==> config.mk <==
export PLATFORM = sky130hd
export DESIGN_NAME = sa_frac_div
export DESIGN_NICKNAME = d
export VERILOG_FILES = /design/src/rtl/sa_div_pkg.sv /design/src/rtl/sa_multiples.sv /design/src/rtl/sa_digit_sel.sv /design/src/rtl/sa_iter_ctrl.sv /design/src/rtl/sa_frac_div.sv
export SDC_FILE = /design/constraint.sdc
export NUM_CORES = 1
export LEC_CHECK = 0
export ABC_AREA = 1
export ABC_CLOCK_PERIOD_IN_PS = 13750
export BUFFER_PORTS_ARGS = -buffer_cell sky130_fd_sc_hd__buf_2
export CORE_UTILIZATION = 50
export CTS_BUF_LIST = sky130_fd_sc_hd__clkbuf_16
export DETAILED_ROUTE_END_ITERATION = 12
export PLACE_DENSITY = 0.76
export SYNTH_ARGS = -nofsm -noshare
export SYNTH_HDL_FRONTEND = slang
export SYNTH_SLANG_ARGS = --single-unit
==> constraint.sdc <==
create_clock -name clk -period 13.75 [get_ports clk]
set_input_delay 2.75 -clock clk [delete_from_list [all_inputs] [get_ports clk]]
set_output_delay 2.75 -clock clk [all_outputs]
set_load 0.01 [all_outputs]
==> src/rtl/sa_div_pkg.sv <==
package sa_div_pkg;
  typedef enum logic [1:0] {
    ST_IDLE = 2'd0,
    ST_RUN  = 2'd1,
    ST_FIN  = 2'd2
  } sa_state_t;
endpackage

==> src/rtl/sa_multiples.sv <==
// Builds k*den for every region index k by shift-and-add.
module sa_multiples #(
  parameter int W  = 16,
  parameter int RB = 3
) (
  input  logic [W-1:0]                     den,
  output logic [(1<<RB)-1:0][W+RB-1:0]     mult
);
  localparam int NR = 1 << RB;
  localparam int MW = W + RB;

  logic [MW-1:0] den_ext;
  assign den_ext = {{RB{1'b0}}, den};

  for (genvar k = 0; k < NR; k++) begin : g_mult
    always_comb begin
      mult[k] = '0;
      for (int b = 0; b < RB; b++) begin
        if (((k >> b) & 1) == 1)
          mult[k] = mult[k] + (den_ext << b);
      end
    end
  end
endmodule

==> src/rtl/sa_digit_sel.sv <==
// Picks the region that holds the scaled remainder and strips its lower bound.
module sa_digit_sel #(
  parameter int W  = 16,
  parameter int RB = 3
) (
  input  logic [W-1:0]                 rem,
  input  logic [(1<<RB)-1:0][W+RB-1:0] mult,
  output logic [RB-1:0]                digit,
  output logic [W-1:0]                 rem_next
);
  localparam int NR = 1 << RB;
  localparam int MW = W + RB;

  logic [MW-1:0] scaled;
  logic [NR-1:0] at_or_above;
  logic [MW-1:0] diff;

  assign scaled = {rem, {RB{1'b0}}};

  for (genvar k = 0; k < NR; k++) begin : g_cmp
    assign at_or_above[k] = (scaled >= mult[k]);
  end

  always_comb begin
    digit = '0;
    for (int k = 1; k < NR; k++) begin
      if (at_or_above[k]) digit = RB'(k);
    end
  end

  assign diff     = scaled - mult[digit];
  assign rem_next = W'(diff);
endmodule

==> src/rtl/sa_iter_ctrl.sv <==
// Start edge detection, busy guard and iteration counting.
module sa_iter_ctrl
  import sa_div_pkg::*;
#(
  parameter int ITERS = 6
) (
  input  logic      clk,
  input  logic      rst,
  input  logic      start,
  output sa_state_t state,
  output logic      load,
  output logic      step,
  output logic      fin
);
  localparam int CW = $clog2(ITERS + 1);

  logic          start_q;
  logic [CW-1:0] cnt;
  logic          rise;

  assign rise = start & ~start_q;
  assign load = (state == ST_IDLE) && rise;
  assign step = (state == ST_RUN);
  assign fin  = (state == ST_FIN);

  always_ff @(posedge clk) begin
    if (rst) begin
      start_q <= 1'b0;
      state   <= ST_IDLE;
      cnt     <= '0;
    end else begin
      start_q <= start;
      unique case (state)
        ST_IDLE: if (rise) begin
          state <= ST_RUN;
          cnt   <= '0;
        end
        ST_RUN: begin
          if (cnt == CW'(ITERS - 1)) state <= ST_FIN;
          else cnt <= cnt + 1'b1;
        end
        ST_FIN:  state <= ST_IDLE;
        default: state <= ST_IDLE;
      endcase
    end
  end

  AST_CNT_RANGE: assert property (@(posedge clk) disable iff (rst)
    (state == ST_RUN) |-> (cnt < CW'(ITERS)));
  AST_FIN_AFTER_LAST: assert property (@(posedge clk) disable iff (rst)
    (state == ST_FIN) |-> ($past(state) == ST_RUN && $past(cnt) == CW'(ITERS - 1)));
  AST_RUN_ENTRY: assert property (@(posedge clk) disable iff (rst)
    (state == ST_RUN && cnt == '0) |-> ($past(state) == ST_IDLE));
endmodule

==> src/rtl/sa_frac_div.sv <==
module sa_frac_div
  import sa_div_pkg::*;
#(
  parameter int W     = 16,
  parameter int OUT_W = 16,
  parameter int RB    = 3,
  parameter int ITERS = 6
) (
  input  logic             clk,
  input  logic             rst,
  input  logic             start,
  input  logic [W-1:0]     num,
  input  logic [W-1:0]     den,
  output logic [OUT_W-1:0] quo,
  output logic             valid
);
  localparam int NR = 1 << RB;
  localparam int MW = W + RB;
  localparam int QW = ITERS * RB;

  sa_state_t         state;
  logic              load, step, fin;
  logic [W-1:0]      rem, dsr, rem_next;
  logic [QW-1:0]     qacc;
  logic [RB-1:0]     digit;
  logic              zflag, sflag;
  logic [NR-1:0][MW-1:0] mult;

  sa_iter_ctrl #(.ITERS(ITERS)) u_ctrl (
    .clk(clk), .rst(rst), .start(start),
    .state(state), .load(load), .step(step), .fin(fin)
  );

  sa_multiples #(.W(W), .RB(RB)) u_mult (
    .den(dsr), .mult(mult)
  );

  sa_digit_sel #(.W(W), .RB(RB)) u_sel (
    .rem(rem), .mult(mult), .digit(digit), .rem_next(rem_next)
  );

  always_ff @(posedge clk) begin
    if (rst) begin
      rem   <= '0;
      dsr   <= '0;
      qacc  <= '0;
      zflag <= 1'b0;
      sflag <= 1'b0;
      quo   <= '0;
      valid <= 1'b0;
    end else begin
      valid <= 1'b0;
      if (load) begin
        zflag <= (den == '0);
        sflag <= (den != '0) && (num >= den);
        rem   <= ((den == '0) || (num >= den)) ? '0 : num;
        dsr   <= den;
        qacc  <= '0;
      end else if (step) begin
        qacc <= {qacc[QW-RB-1:0], digit};
        rem  <= rem_next;
      end else if (fin) begin
        valid <= 1'b1;
        if (zflag)      quo <= '0;
        else if (sflag) quo <= '1;
        else            quo <= qacc[QW-1 -: OUT_W];
      end
    end
  end

  AST_REM_BELOW_DIV: assert property (@(posedge clk) disable iff (rst)
    (state == ST_RUN && !zflag && !sflag) |-> (rem < dsr));
  AST_VALID_PULSE: assert property (@(posedge clk) disable iff (rst)
    valid |=> !valid);
  AST_QUO_HOLD: assert property (@(posedge clk) disable iff (rst)
    !$stable(quo) |-> valid);
  AST_ZERO_DEN: assert property (@(posedge clk) disable iff (rst)
    (fin && zflag) |=> (valid && quo == '0));
  AST_SATURATE: assert property (@(posedge clk) disable iff (rst)
    (fin && sflag) |=> (valid && quo == '1));
endmodule

# == Yosys cells after proc, flatten, opt, wreduce, memory -nomap -nowiden ==
# Index checks and enable logic that the tools add are counted.
# totals
regBits,75
in_bits,35
out_inout_bits,17
word_cells,69
# op_classes
addsub,6
order_cmp,9
eq_ne,6
muxes,21
bitwise_logic,4
n_reduce_logical,13
# ops
operator,n
2-to-1 mux 16 bit,6
binary-select mux 19 bit (select 3 bit),1
>= comparator 19 bit,3
>= comparator 19 x 18 -> 1 bit,2
adder 16 x 18 -> 19 bit,1
adder 17 x 18 -> 19 bit,1
adder 18 x 18 -> 19 bit,1
>= comparator 19 x 16 -> 1 bit,1
>= comparator 19 x 17 -> 1 bit,1
adder 16 x 17 -> 18 bit,1
2-to-1 mux 3 bit,6
>= comparator 16 bit,1
zero test 16 bit,1
nonzero test 16 bit,1
subtractor 16 bit,1
2-to-1 mux 2 bit,4
case mux 3 bit (2 select lines),1
AND reduction 3 bit,2
< comparator 3 x 4 -> 1 bit (second input constant),1
inequality test 2 x 1 -> 1 bit (second input constant),2
case mux 2 bit (2 select lines),1
nonzero test 2 bit,2
adder 3 x 1 -> 3 bit (second input constant),1
equality test 3 bit (second input constant),1
12 further kinds,16

# == Depth between registers and ports, before layout ==
# depth
word_depth,13
depth_mapped,43
mapped_depth_nobuf,43

# == By module ==
# From an unflattened synthesis, not the netlist that was laid out.
# unflattened
cells_unflattened,1951
area_unflattened_um2,12204.2
# modules_own_cells
module,n_inst,cells_each,area_each_um2,seq_area_each_um2
sa_digit_sel,1,862,5101.1,0.0
sa_multiples,1,659,3653.5,0.0
sa_frac_div,1,386,3133.0,1381.3
sa_iter_ctrl,1,44,316.6,120.1

# == Worst setup path before layout ==
# No wires, ideal clock.
# synth_path
kind,register to register
start,reg dsr[1]
end,reg rem[14]
setup_ns,0.070
arrival_time_ns,6.529
t_required_ns,13.680
setup_slack_ns,7.151
stages_incl_launch_ff,39
path_buffers,1
synth_period_minus_slack_ns,6.599
cell_sequence,dfxtp_1 > inv_1 > fa_1 > o21ai_1 > xor2_1 > inv_1 > ha_1 > a21oi_1 > inv_1 > a31oi_1 > o221ai_1 > a21o_1 > a21oi_1 > o21ai_0 > a21oi_1 > o21bai_1 > xnor2_1 > ha_1 > [3 not listed] > nand3_2 > nor2_4 > and2_4 > nand2_2 > inv_2 > buf_1 > nand3_1 > a32o_1 > ha_1 > a21oi_1 > inv_1 > a31oi_1 > nor2_1 > nor3_1 > nand2_1 > nand2_1 > nand3_1 > a21oi_1
# synth_between
elab_chain_cells,13
elab_cells_between_ends,23
cone_classes,add/sub: 5; order compare: 7; mux: 11
# synth_rtl
element,line_no,source
start: declaration,sa_frac_div.sv:23,"logic [W-1:0] rem, dsr, rem_next;"
start signal: assignment,sa_frac_div.sv:57,dsr <= den;
branches (longest 8 deep; another with adder 18 x 18 -> 19 bit),--,
binary-select mux 19 bit (select 3 bit) *,sa_digit_sel.sv:31,assign diff = scaled - mult[digit];
2-to-1 mux 16 bit (not written as such) *,sa_digit_sel.sv:31,
subtractor 16 bit *,sa_digit_sel.sv:31,
2-to-1 mux 16 bit *,sa_frac_div.sv:59,end else if (step) begin
2-to-1 mux 16 bit *,sa_frac_div.sv:53,if (load) begin
end signal: assignment,sa_frac_div.sv:56,rem <= ((den == '0) || (num >= den)) ? '0 : num;
end signal: assignment,sa_frac_div.sv:61,rem <= rem_next;
end: declaration,sa_frac_div.sv:23,
# Every way passes the cells marked *. The select of a mux whose other input is x is not followed.
# A chain may end at the register's enable or synchronous reset.

# == Worst setup path after layout ==
# Ends and elaborated chain as after synthesis.

==> flow_summary.json <==
{
  "status": "finished clean",
  "fin_area_mm2": 0.0103,
  "ys.flop_type": "dfxtp_1",
  "critPathCapture": "rem[14]$_SDFFE_PP0P_",
  "vias_per_cell": 5.71,
  "numCtsBuffers": 9,
  "rows": 50,
  "power_switching_uw": 1500,
  "yosysTopAreaCellShare_pct": 24.2,
  "placedCellCount": 1696,
  "cts-root-buf": "clkbuf_16",
  "finalSetupViolCount": 0,
  "chipHeight_um": 140,
  "dr.first_iter.drc_count": 705,
  "fmax_mhz": 120,
  "cp-end-kind": "flop",
  "cp.arrival_ps": 8580,
  "avgSynthCellArea_um2": 6.63,
  "ir_drop_mv": 0.160,
  "rsz0062_at_grt": "false",
  "power_density_mw_per_mm2": 254,
  "rr_endpoint": "rem[14]$_SDFFE_PP0P_",
  "num-fill-cells": 1860,
  "seqCellArea_mm2": 0.00150,
  "fin_crit_ps": 8310,
  "cap_violations": 0,
  "antennaDiodeCount": 0,
  "crit_type": "reg2reg",
  "synth_cell_type_count": 52,
  "crit_path_frequent_cell": "a21oi_1",
  "hold_path_class": "reg2reg",
  "r2r-start": "dsr[1]$_SDFFE_PP0P_",
  "core_area_mm2": 0.0188,
  "p_leak_uw": 0.00525,
  "fin_worst_skew_ps": 10.0,
  "syn-cell-area_mm2": 0.00958,
  "worst_slew_pin_slew_ps": 1130,
  "drive_above_1_share_pct": 7.31,
  "cp-startpoint": "dsr[1]$_SDFFE_PP0P_",
  "hold_viol_final": 0,
  "cts_max_path_buffers": 2,
  "clkPwrFrac_pct": 8.7,
  "mostFrequentLayoutCell": "nand2_1",
  "total_power_uw": 2610,
  "clock_sinks": 75,
  "ys_warn_count": 0,
  "relSlewSlack_pct": 24.4,
  "synthArstFlopShare_pct": 0,
  "grt_pass1_vias": 8654,
  "grt_max_degree": 55,
  "fin_setup_tns_ps": 0,
  "p_seq_share_pct": 12.3,
  "period_share_pct": 60.5,
  "grt_pass1_wl_um": 44200,
  "final_cell_mix": "nand2_1, a21oi_1, ha_1, inv_1, o21ai_0",
  "hold_path.startpoint": "quo[11]$_SDFFE_PP0P_",
  "portBuffers": 51,
  "r2r_cells": 37,
  "grt_overflow": 0,
  "r2r_slack_ps": 5440,
  "synth.top_cells.by_area": "ha_1, dfxtp_1, nand2_1",
  "synth_edf_count": 0,
  "clock_latency_ps": 340,
  "drc_errors": 0,
  "p_sw_share_pct": 57.7,
  "slowest_delay_ps": 570,
  "area_growth_pct": 7.16,
  "holdBufCountCts": 0,
  "final_antenna_net_count": 0,
  "cts_tree": "yes",
  "synth_seq_cells": 75,
  "utilization_pct": 54.7,
  "yosysSeqAreaShare_pct": 15.7,
  "pwr-share-comb_pct": 79.0,
  "die_w_um": 140,
  "dr.pass1.iters": 5,
  "p_int_uw": 1100,
  "fin_nets": 1696,
  "cp_data_required_time_ps": 14020,
  "cts_htree_levels": 3,
  "vias": 9776,
  "yosysTopAreaCell": "ha_1",
  "crit_path_start_kind": "flop",
  "clk_pin_slew_ps": 60,
  "fin_cells": 1712,
  "dpl.hpwl_um": 22100,
  "cts_setup_buffers": 0,
  "placed_area_mm2": 0.00998,
  "syn_nets": 1669,
  "num_io_pins": 52,
  "gp_congestion": 0.987,
  "grt_usage_pct": 28.1,
  "post_drt_wl_per_cell_um": 16.1,
  "maxSlewViolCount": 0,
  "drt-total-wl_um": 27600,
  "initial_utilization_pct": 51.1,
  "cts_resized": 0,
  "multi_input_area_mm2": 0.00728,
  "cp_max_fo": 32,
  "synthCells": 1446,
  "die-area_mm2": 0.0197,
  "critPathSlowestCell": "dfxtp_1",
  "antenna_found_initial": 0
}
[through the flow]
stage	hold WS [ps]	worst slack [ps]
6_report	460	5440
5_1_grt	483	4680
4_1_cts	463	5600
3_5_place_dp	454	5640
3_3_place_gp	446	5690
2_1_floorplan	437	7150
[Yosys cell counts (all sizes together) (2+ instances only)]
cell type  instances
o22ai              4
fa                 3
nor4               6
and3               2
nor2             100
o32ai              2
nor3              26
or2                3
a21oi            201
o21ai            115
and2               2
buf               11
a22oi              2
nand2            306
a32o               5
nand3             73
inv              171
a21boi             3
nand4             31
xnor2             13
dfxtp             75
o211ai             9
a31oi              8
o21bai            11
xor2              27
clkbuf            26
o211a              3
nand3b             6
a21o              10
o21a               3
ha               185
[final cells by class]
type	instances	share of cell area, %
clock inverter	7	0.573
inverter	171	6.25
sequential	75	14.6
tap	234	2.85
timing repair buffer	53	2.63
clock buffer	9	2.19
multi-input combinational	1163	70.9
[sequential cells by signal, summed over array words and instances (netlist names)]
signal          count
dsr                16
qacc               18
quo                16
rem                16
sflag               1
u_ctrl.cnt          3
u_ctrl.start_q      1
u_ctrl.state        2
valid               1
zflag               1
[power groups by stage]
| stage | logic (uW) | clock network [uW] | registers (uW) |
|---|---|---|---|
| 2_1_floorplan | 1640 | 0 | 286 |
| 3_3_place_gp | 1990 | 0 | 325 |
| 3_5_place_dp | 2010 | 0 | 325 |
| 4_1_cts | 2020 | 229 | 321 |
| 5_1_grt | 2320 | 238 | 323 |
| 6_report | 2060 | 226 | 322 |
[layer usage]
layer	wire, um	GRT usage (%)	part of all wire, %	vias to the layer above
li1	-	-	-	5032
met1	13100	38.8	48	4419
met2	12500	47.2	45	283
met3	1400	2.60	5.1	42
met4	533	6.07	1.9	0
met5	0	0	0	-
[worst min-delay path by stage]
stage	cells past startpoint	slack, ps	endpoint
2_1_floorplan	2	440	qacc[15]$_SDFFE_PP0P_
3_3_place_gp	2	450	qacc[16]$_SDFFE_PP0P_
3_5_place_dp	2	450	qacc[17]$_SDFFE_PP0P_
4_1_cts	2	460	qacc[17]$_SDFFE_PP0P_
5_1_grt	2	480	quo[11]$_SDFFE_PP0P_
6_report	2	460	quo[11]$_SDFFE_PP0P_
[worst max-delay path, delay by kind of cell (launching register included)]
family / cells / cell delay [ps]
flops: 1 / 570
fa+ha+maj: 4 / 1510
compound gates: 15 / 3070
buf+inv: 5 / 950
simple gates: 11 / 1660
xor+xnor: 2 / 500
[cells by family after synthesis]
group / count (synthesis) / share of synthesized area, %
simple gates: 557 / 25.9
compound gates: 378 / 21.6
fa+ha+maj: 188 / 24.8
xor+xnor: 40 / 3.66
buf+inv: 208 / 8.45
flops: 75 / 15.7
No activity file was read; power rests on OpenSTA's default activity.
